**src/rtl/pswp_pkg.sv**
```systemverilog
`timescale 1ns/1ps
package pswp_pkg;
  typedef enum logic [3:0] {
    S_IDLE,
    S_PRESET,
    S_PWAIT,
    S_FIRE,
    S_FWAIT,
    S_STEP,
    S_REPORT,
    S_ZERO
  } pswp_state_e;
endpackage

```
**src/rtl/pswp_timer.sv**
```systemverilog
`timescale 1ns/1ps
module pswp_timer #(
  parameter int SETTLE_CYC = 4
) (
  input  logic clk,
  input  logic rst_n,
  input  logic load,
  output logic done
);
  localparam int TW = $clog2(SETTLE_CYC + 1);
  localparam logic [TW-1:0] LOADV = TW'(SETTLE_CYC);

  logic [TW-1:0] cnt_q, cnt_d;
  logic          cnt_en;

  always_comb begin
    cnt_en = load || (cnt_q != '0);
    cnt_d  = load ? LOADV : (cnt_q - 1'b1);
  end

  always_ff @(posedge clk or negedge rst_n) begin
    if (!rst_n)      cnt_q <= '0;
    else if (cnt_en) cnt_q <= cnt_d;
  end

  assign done = (cnt_q == '0) && !load;
endmodule

```
**src/rtl/pswp_step_ctr.sv**
```systemverilog
`timescale 1ns/1ps
module pswp_step_ctr #(
  parameter int STEP_W = 10
) (
  input  logic              clk,
  input  logic              rst_n,
  input  logic              clr,
  input  logic              inc,
  input  logic [STEP_W-1:0] max_in,
  output logic [STEP_W-1:0] count,
  output logic              at_max
);
  logic [STEP_W-1:0] cnt_q, cnt_d, max_q;
  logic              cnt_en;

  always_comb begin
    cnt_en = clr || inc;
    cnt_d  = clr ? '0 : (cnt_q + 1'b1);
  end

  always_ff @(posedge clk or negedge rst_n) begin
    if (!rst_n) begin
      cnt_q <= '0;
      max_q <= '0;
    end else begin
      if (cnt_en) cnt_q <= cnt_d;
      if (clr)    max_q <= max_in;
    end
  end

  assign count  = cnt_q;
  assign at_max = (cnt_q == max_q);
endmodule

```
**src/rtl/pswp_ctrl.sv**
```systemverilog
`timescale 1ns/1ps
module pswp_ctrl
  import pswp_pkg::*;
(
  input  logic clk,
  input  logic rst_n,
  input  logic start,
  input  logic edge_sel,
  input  logic cap_bit,
  input  logic ps_done,
  input  logic tmr_done,
  input  logic at_max,
  output logic tmr_load,
  output logic cnt_clr,
  output logic cnt_inc,
  output logic lc_launch,
  output logic lc_vec,
  output logic ps_step_req,
  output logic ps_zero_req,
  output logic busy,
  output logic rpt,
  output logic res_take,
  output logic res_tmo
);
  pswp_state_e st_q, st_d;
  logic        edge_q, edge_en;
  logic        v_first, v_final, hit;

  assign v_first = edge_q;
  assign v_final = ~edge_q;
  assign hit     = (cap_bit == v_final);

  always_comb begin
    st_d     = st_q;
    tmr_load = 1'b0;
    cnt_clr  = 1'b0;
    cnt_inc  = 1'b0;
    res_take = 1'b0;
    res_tmo  = 1'b0;
    edge_en  = 1'b0;
    unique case (st_q)
      S_IDLE: if (start) begin
        cnt_clr = 1'b1;
        edge_en = 1'b1;
        st_d    = S_PRESET;
      end
      S_PRESET: begin
        tmr_load = 1'b1;
        st_d     = S_PWAIT;
      end
      S_PWAIT: if (tmr_done) st_d = S_FIRE;
      S_FIRE: begin
        tmr_load = 1'b1;
        st_d     = S_FWAIT;
      end
      S_FWAIT: if (tmr_done) begin
        if (hit) begin
          res_take = 1'b1;
          st_d     = S_REPORT;
        end else if (at_max) begin
          res_take = 1'b1;
          res_tmo  = 1'b1;
          st_d     = S_REPORT;
        end else begin
          st_d = S_STEP;
        end
      end
      S_STEP: if (ps_done) begin
        cnt_inc = 1'b1;
        st_d    = S_PRESET;
      end
      S_REPORT: st_d = S_ZERO;
      S_ZERO:   if (ps_done) st_d = S_IDLE;
      default:  st_d = S_IDLE;
    endcase
  end

  always_ff @(posedge clk or negedge rst_n) begin
    if (!rst_n) begin
      st_q   <= S_IDLE;
      edge_q <= 1'b0;
    end else begin
      st_q <= st_d;
      if (edge_en) edge_q <= edge_sel;
    end
  end

  assign lc_launch   = (st_q == S_PRESET) || (st_q == S_FIRE);
  assign lc_vec      = ((st_q == S_PRESET) || (st_q == S_PWAIT)) ? v_first : v_final;
  assign ps_step_req = (st_q == S_STEP);
  assign ps_zero_req = (st_q == S_ZERO);
  assign busy        = (st_q != S_IDLE);
  assign rpt         = (st_q == S_REPORT);
endmodule

```
**src/rtl/pswp_delay_meas.sv**
```systemverilog
`timescale 1ns/1ps
module pswp_delay_meas #(
  parameter int STEP_W     = 10,
  parameter int SETTLE_CYC = 4
) (
  input  logic              clk,
  input  logic              rst_n,
  input  logic              start,
  input  logic              edge_sel,
  input  logic [STEP_W-1:0] max_step,
  input  logic              cap_bit,
  input  logic              ps_done,
  output logic              ps_step_req,
  output logic              ps_zero_req,
  output logic              lc_launch,
  output logic              lc_vec,
  output logic              busy,
  output logic              delay_valid,
  output logic [STEP_W-1:0] delay_out,
  output logic              delay_timeout
);
  logic              tmr_load, tmr_done, cnt_clr, cnt_inc, at_max;
  logic              rpt, res_take, res_tmo;
  logic [STEP_W-1:0] count;
  logic [STEP_W-1:0] dly_q, dly_d;
  logic              tmo_q, tmo_d;

  pswp_timer #(.SETTLE_CYC(SETTLE_CYC)) u_tmr (
    .clk(clk), .rst_n(rst_n), .load(tmr_load), .done(tmr_done)
  );

  pswp_step_ctr #(.STEP_W(STEP_W)) u_ctr (
    .clk(clk), .rst_n(rst_n), .clr(cnt_clr), .inc(cnt_inc),
    .max_in(max_step), .count(count), .at_max(at_max)
  );

  pswp_ctrl u_ctrl (
    .clk(clk), .rst_n(rst_n), .start(start), .edge_sel(edge_sel),
    .cap_bit(cap_bit), .ps_done(ps_done), .tmr_done(tmr_done),
    .at_max(at_max), .tmr_load(tmr_load), .cnt_clr(cnt_clr),
    .cnt_inc(cnt_inc), .lc_launch(lc_launch), .lc_vec(lc_vec),
    .ps_step_req(ps_step_req), .ps_zero_req(ps_zero_req), .busy(busy),
    .rpt(rpt), .res_take(res_take), .res_tmo(res_tmo)
  );

  always_comb begin
    dly_d = count;
    tmo_d = res_tmo;
  end

  always_ff @(posedge clk or negedge rst_n) begin
    if (!rst_n) begin
      dly_q <= '0;
      tmo_q <= 1'b0;
    end else if (res_take) begin
      dly_q <= dly_d;
      tmo_q <= tmo_d;
    end
  end

  assign delay_valid   = rpt;
  assign delay_out     = dly_q;
  assign delay_timeout = tmo_q;
endmodule

```
**config.mk**
```make
export PLATFORM = sky130hd
export DESIGN_NAME = pswp_delay_meas
export DESIGN_NICKNAME = d
export VERILOG_FILES = /design/src/rtl/pswp_pkg.sv /design/src/rtl/pswp_timer.sv /design/src/rtl/pswp_step_ctr.sv /design/src/rtl/pswp_ctrl.sv /design/src/rtl/pswp_delay_meas.sv
export SDC_FILE = /design/constraint.sdc
export NUM_CORES = 1
export LEC_CHECK = 0
export BUFFER_PORTS_ARGS = -buffer_cell sky130_fd_sc_hd__buf_2
export CAP_MARGIN = 20
export CORE_MARGIN = 2
export CORE_UTILIZATION = 55
export CTS_BUF_LIST = sky130_fd_sc_hd__clkbuf_4 sky130_fd_sc_hd__clkbuf_8 sky130_fd_sc_hd__clkbuf_16
export DETAILED_ROUTE_END_ITERATION = 6
export PLACE_DENSITY = 0.78
export SLEW_MARGIN = 40
export SYNTH_ARGS = -nofsm -noshare
export SYNTH_HDL_FRONTEND = slang
export SYNTH_HIERARCHICAL = 1
export SYNTH_SLANG_ARGS = --single-unit
```
**constraint.sdc**
```tcl
create_clock -name clk -period 2.4 [get_ports clk]
set_input_delay 0.24 -clock clk [delete_from_list [all_inputs] [get_ports clk]]
set_output_delay 0.24 -clock clk [all_outputs]
set_load 0.005 [all_outputs]
```
==> metrics, run 1 <==
DR vias/cell=5.47; ant diodes=0; outcome=finished, final reports clean; Critical Path End Type=flop; DRC=0; filler cell count=between 200 and 300; Nets=around 230; via count=roughly 1400; initial antenna violation count=0; share of cells above drive strength 1=about two fifths; clk sink count=38; H-tree Lvls=2; pin count of the biggest net entering global routing=39; hold crit path type=in2reg; die width=between 60 and 70 um; Cell Pwr Density=983 mW/mm^2; post-route insts no fill=255; # rows=21; GRT overflow=0; Final HPWL DP=between 2000 and 3000 um; Seq cells post-synth=38; top cell type's share of synthesized area=47.7%; Syn Inst Count=168; Synth Net Count=about 190; Clock transition at path regs=~0.10 ns; max_slew headroom=around 63%; sequential fraction of the synthesis area=a little under half; first-pass GRT wire length=~6400 um; post-route cell area=0.00230 mm^2; core area=between 0.003 and 0.004 mm^2; syn_area_per_cell=between 10 and 15 um^2; most common cell after layout, fill and taps aside=dfrtp_1; mapped cell area=~0.0020 mm^2; Placed Instances=about 250; Buffers on Ports=32; vias in the first global route=1386; Routed WL per cell=approximately 15 um; CP Class=reg2reg; VDD IR max=0.000644 V; clk_lat worst skew=between 0.3 and 0.4 ns; placed inst area=~0.0022 mm^2; Ys Warns=6; synth-to-layout area growth=15.6%; Worst-Margin Slew=0.550 ns; IO Count=33; post-synthesis cell type count=42; crit start category=flop; Antenna Violating Nets Remaining=0; ys async rst share=100%; Post-synth top flop=dfrtp_1; Overall Global Routing Usage=20.1%; initial cell density of the core=58.4%; Die Height=~64 um; most frequent cells in the layout=38 x dfrtp_1, 31 x buf_2, 14 x nor2_1; drt pass-1 iters=4; Max-cap violations=0; Max Clk Rate=roughly 0.45 GHz; Max FO, Critical Path=11; gpl congestion=between 0.9 and 1; Final Skew=approximately 0.0064 ns; Post-synth EDFFs=0; TritonCTS clock tree=done; DRT Wirelength=3760 um; CTS resizes=0; WHS=approximately 0.13 ns; CTS root buf=clkbuf_4; minimum clock period=2.22 ns; Slew Viols, Final=0; Num CTS Buffers=5; Total Neg Setup Slack=0 ns; Data required, critical path=2.63 ns; number of DRC markers in iteration 0=between 60 and 70; leading area contributor after synthesis=dfrtp_1; CTS Buffer Depth=2; full die area=around 0.0041 mm^2; Final Util=about two thirds; period utilization=between 90 and 100%; final hold vios=0; Static Leak=about 0.0011 uW; setup violators final=0; WP data arrival=2.45 ns; top cells by area, synth=dfrtp_1 48%, mux2_4 8.3%, mux2_2 7.3%, xnor2_1 4.8%, nor2_1 2.6%; setup repair after global routing missed its margin=no
area by class of cell:
| class | count | area [um^2] | share of cell area (%) |
|---|---|---|---|
| Multi-Input combinational cell | 118 | 978 | 42.5 |
| Sequential cell | 38 | 951 | 41.3 |
| Timing Repair Buffer | 41 | 245 | 10.6 |
| Tap cell | 46 | 57.6 | 2.50 |
| Clock buffer | 7 | 52.6 | 2.28 |
| Inverter | 5 | 18.8 | 0.815 |
synthesized netlist by cell type, types with 2 or more instances:
| cell | number |
|---|---|
| buf_6 | 4 |
| o21ai_0 | 2 |
| nand2_1 | 11 |
| nand4_1 | 5 |
| a21oi_1 | 5 |
| nor2_1 | 14 |
| nand3_1 | 2 |
| nor2b_1 | 6 |
| xor2_1 | 5 |
| dfrtp_1 | 38 |
| clkbuf_1 | 2 |
| inv_1 | 4 |
| ha_1 | 3 |
| nor4bb_1 | 2 |
| mux2_4 | 11 |
| mux2_2 | 13 |
| xnor2_1 | 11 |
| o31ai_1 | 4 |
| or4_1 | 3 |
worst paths after layout:
path | start | endpoint | slack [ns] | cells past startpoint
max | u_ctr/count[6]$_DFFE_PN0P_ | delay_out[7]$_DFFE_PN0P_ | 0.18 | 8
min | edge_sel | u_ctrl/edge_q$_DFFE_PN0P_ | 0.13 | 2
max reg2reg | u_ctr/count[6]$_DFFE_PN0P_ | delay_out[7]$_DFFE_PN0P_ | 0.18 | 8
min reg2reg | delay_out[3]$_DFFE_PN0P_ | delay_out[3]$_DFFE_PN0P_ | 0.51 | 1
max in group asynchronous | rst_n | u_ctrl/edge_q$_DFFE_PN0P_ | 1.68 | 2
min in group asynchronous | rst_n | u_ctrl/st_q[2]$_DFFE_PN0P_ | 0.39 | 2
cells by family (layout without fill, tap and decap cells):
logic type               count (synthesis)  in the layout  synth area share (%)
multiplexers                            26             26                  16.7
AND/OR/NAND/NOR                         56             56                  17.2
flip-flops                              38             38                  47.7
AO/OA/AOI/OAI                           17             17                  5.52
buffers and inverters                   12             53                  3.95
XOR/XNOR                                16             16                  7.03
adder cells (fa/ha/maj)                  3              3                  1.88
per-layer routing:
layer	up-vias	routed length, um	GRT usage, %
met5	-	0	0
met4	0	51	5.59
met3	6	181	5.81
met2	39	1790	32.8
met1	680	1730	26.2
li1	670	-	-
critical path: stages (launching register included):
cell,delay [ns]
dfrtp_1,0.46
xnor2_1,0.21
nand4_1,0.11
nor4_1,0.27
buf_4,0.18
nor2_2,0.05
nor4bb_4,0.32
buf_12,0.19
mux2_2,0.33
sequential cells by signal (all words and copies together) (netlist names):
register,cells
delay_timeout,1
u_ctrl/edge_q,1
u_ctr/count,10
u_tmr/cnt_q,3
u_ctr/max_q,10
u_ctrl/st_q,3
delay_out,10
through the flow:
step	setup slack [ns]	power [uW]
floorplan	0.176	1700
global placement	0.242	1900
detailed placement	0.182	1970
CTS	0.167	2280
global route	0.0293	2440
finish	0.177	2270
power by group:
group / leakage, uW / switching, uW / internal (uW)
Combinational: 0.000564 / 447 / 524
Clock: 0.0000322 / 184 / 133
Sequential: 0.000494 / 164 / 813
Total: 0.00109 / 795 / 1470
repair_timing:
action	4_1_cts	5_1_grt
hold buffers	0	1
hold endpoints to repair	0	38
buffers inserted	0	0
No activity file was read; power rests on OpenSTA's default activity.
==> inputs of run 2 (changes only) <==
- CTS_BUF_LIST: sky130_fd_sc_hd__clkbuf_4 sky130_fd_sc_hd__clkbuf_8 sky130_fd_sc_hd__clkbuf_16 -> unset
==> run 2 against run 1 <==
  * Total power decreased by 0.93%
  * Routed wire length shrank 0.21%
  * Critical endpoint unchanged
  * Largest cell class unchanged
  * Worst setup slack gained 0.0014 ns
==> metrics, run 2 (same netlist as run 1, synthesis figures left out) <==
Final HPWL DP=2850 um (unchanged); Clock power frac=13.1% (was 14.0%); number of DRC markers in iteration 0=74 (was 63); most frequent cells in the layout=38 x dfrtp_1, 31 x buf_2, 14 x nor2_1 (unchanged); DR vias/cell=5.49 (was 5.47); Static Leak=0.00108 uW (was 0.00109 uW); synth-to-layout area growth=15.2% (was 15.6%); minimum clock period=2.22 ns (about the same); Psw=797 uW (was 795 uW); DRC=0 (unchanged); outcome=finished, final reports clean (unchanged); Final Util=67.2% (was 67.4%); Critical Path End Type=flop (unchanged); setup violators final=0 (unchanged); period utilization=92.6% (about the same); post-CTS setup buffer count=0 (unchanged); Slew Viols, Final=0 (unchanged); core area=0.00342 mm^2 (unchanged); Placed Instances=247 (unchanged); Num CTS Buffers=5 (unchanged); overall power=2240 uW (was 2270 uW); via count=1401 (was 1395); post-route insts no fill=255 (unchanged); Routed WL per cell=14.7 um (about the same); CTS Buffer Depth=2 (unchanged); full die area=0.00412 mm^2 (unchanged); post-route cell area=0.00230 mm^2 (about the same); worst hold stages=2 (unchanged); crit start category=flop (unchanged); hold crit path type=in2reg (unchanged); filler cell count=276 (was 272); Clock transition at path regs=0.10 ns (about the same); Reg2Reg Depth=8 (unchanged); H-tree Lvls=2 (unchanged); initial cell density of the core=58.4% (unchanged); drt pass-1 iters=4 (unchanged); Max-cap violations=0 (unchanged); Cell Pwr Density=977 mW/mm^2 (was 983 mW/mm^2); Max FO, Critical Path=11 (unchanged); max_slew headroom=63.2% (about the same); Comb pwr share=43.4% (was 42.9%); GRT overflow=0 (unchanged); share of cells above drive strength 1=37.8% (was 38.8%); Worst-Margin Slew=0.551 ns (was 0.550 ns); placed inst area=0.00224 mm^2 (unchanged); clk sink count=38 (unchanged); Antenna Violating Nets Remaining=0 (unchanged); initial antenna violation count=0 (unchanged); DRT Wirelength=3750 um (was 3760 um); Buffers on Ports=32 (unchanged); Int Pwr=1450 uW (was 1470 uW); TritonCTS clock tree=done (unchanged); Overall Global Routing Usage=20.1% (about the same); setup repair after global routing missed its margin=no (unchanged); Nets=228 (unchanged); gpl congestion=0.915 (unchanged); Flop pwr share=43.5% (was 43.1%); CTS root buf=clkbuf_4 (unchanged); Final Skew=0.00584 ns (was 0.00643 ns); VDD IR max=0.000630 V (was 0.000644 V); # rows=21 (unchanged); WP data arrival=2.45 ns (about the same); IO Count=33 (unchanged); first-pass GRT wire length=6370 um (was 6380 um); Total Neg Setup Slack=0 ns (unchanged); Sw Ratio=35.5% (was 35.1%); Data required, critical path=2.63 ns (about the same); final hold vios=0 (unchanged); clk_lat worst skew=0.33 ns (about the same); most common cell after layout, fill and taps aside=dfrtp_1 (unchanged); Die Height=64.2 um (unchanged); die width=64.2 um (unchanged); vias in the first global route=1384 (was 1386); CP Class=reg2reg (unchanged); Max Clk Rate=0.450 GHz (about the same); pin count of the biggest net entering global routing=39 (unchanged); ant diodes=0 (unchanged)
-- run 2: cell counts in the layout (fill, tap and decap cells not counted) --
Identical to the previous run, type by type.
-- run 2: path summary, 6_finish.rpt --
path,startpoint,endpoint,slack [ns]
worst max-delay path,u_ctr/count[6]$_DFFE_PN0P_,delay_out[7]$_DFFE_PN0P_,0.18
worst min-delay path,edge_sel,u_ctrl/edge_q$_DFFE_PN0P_,0.13
worst max register to register,u_ctr/count[6]$_DFFE_PN0P_,delay_out[7]$_DFFE_PN0P_,0.18
worst min register to register,delay_out[3]$_DFFE_PN0P_,delay_out[3]$_DFFE_PN0P_,0.51
max in group asynchronous,rst_n,u_ctrl/edge_q$_DFFE_PN0P_,1.68
min in group asynchronous,rst_n,u_ctrl/st_q[2]$_DFFE_PN0P_,0.39
-- run 2: layout make-up --
cell class,instances,area [um^2],area share [%]
flip-flops and latches,38,951,41.4
clock buffers,7,45.0,1.96
multi-input cells,118,978,42.6
repair buffers,41,245,10.7
inverters,5,18.8,0.817
well taps,46,57.6,2.51
-- run 2: power by group through the flow --
stage | Sequential, uW | Combinational [uW] | Clock, uW
finish | 977 | 974 | 294
CTS | 979 | 976 | 307
global placement | 979 | 921 | 0
detailed placement | 992 | 974 | 0
floorplan | 942 | 759 | 0
global route | 1000 | 1080 | 336
-- run 2: routing by layer --
metal	GRT usage (%)	routed length [um]
met5	0	0
met4	5.59	52
met3	5.81	186
met2	32.8	1780
met1	26.0	1730
-- run 2: stage by stage --
| stage | setup slack, ns | hold WS [ns] |
|---|---|---|
| 2_1_floorplan | 0.176 | -0.0556 |
| 3_3_place_gp | 0.242 | 0.370 |
| 3_5_place_dp | 0.182 | 0.380 |
| 4_1_cts | 0.164 | 0.00865 |
| 5_1_grt | 0.0256 | 0.111 |
| 6_report | 0.178 | 0.132 |
-- run 2: critical path, cell delays in order, from the launching register on --
cell,delay (ns)
dfrtp_1,0.46
xnor2_1,0.21
nand4_1,0.11
nor4_1,0.26
buf_4,0.18
nor2_2,0.05
nor4bb_4,0.32
buf_12,0.19
mux2_2,0.33
-- run 2: repair_timing --
| item | 4_1_cts | 5_1_grt |
|---|---|---|
| hold endpoints to repair | 0 | 38 |
| hold buffers | 0 | 1 |
| gates resized for setup | 0 | 0 |
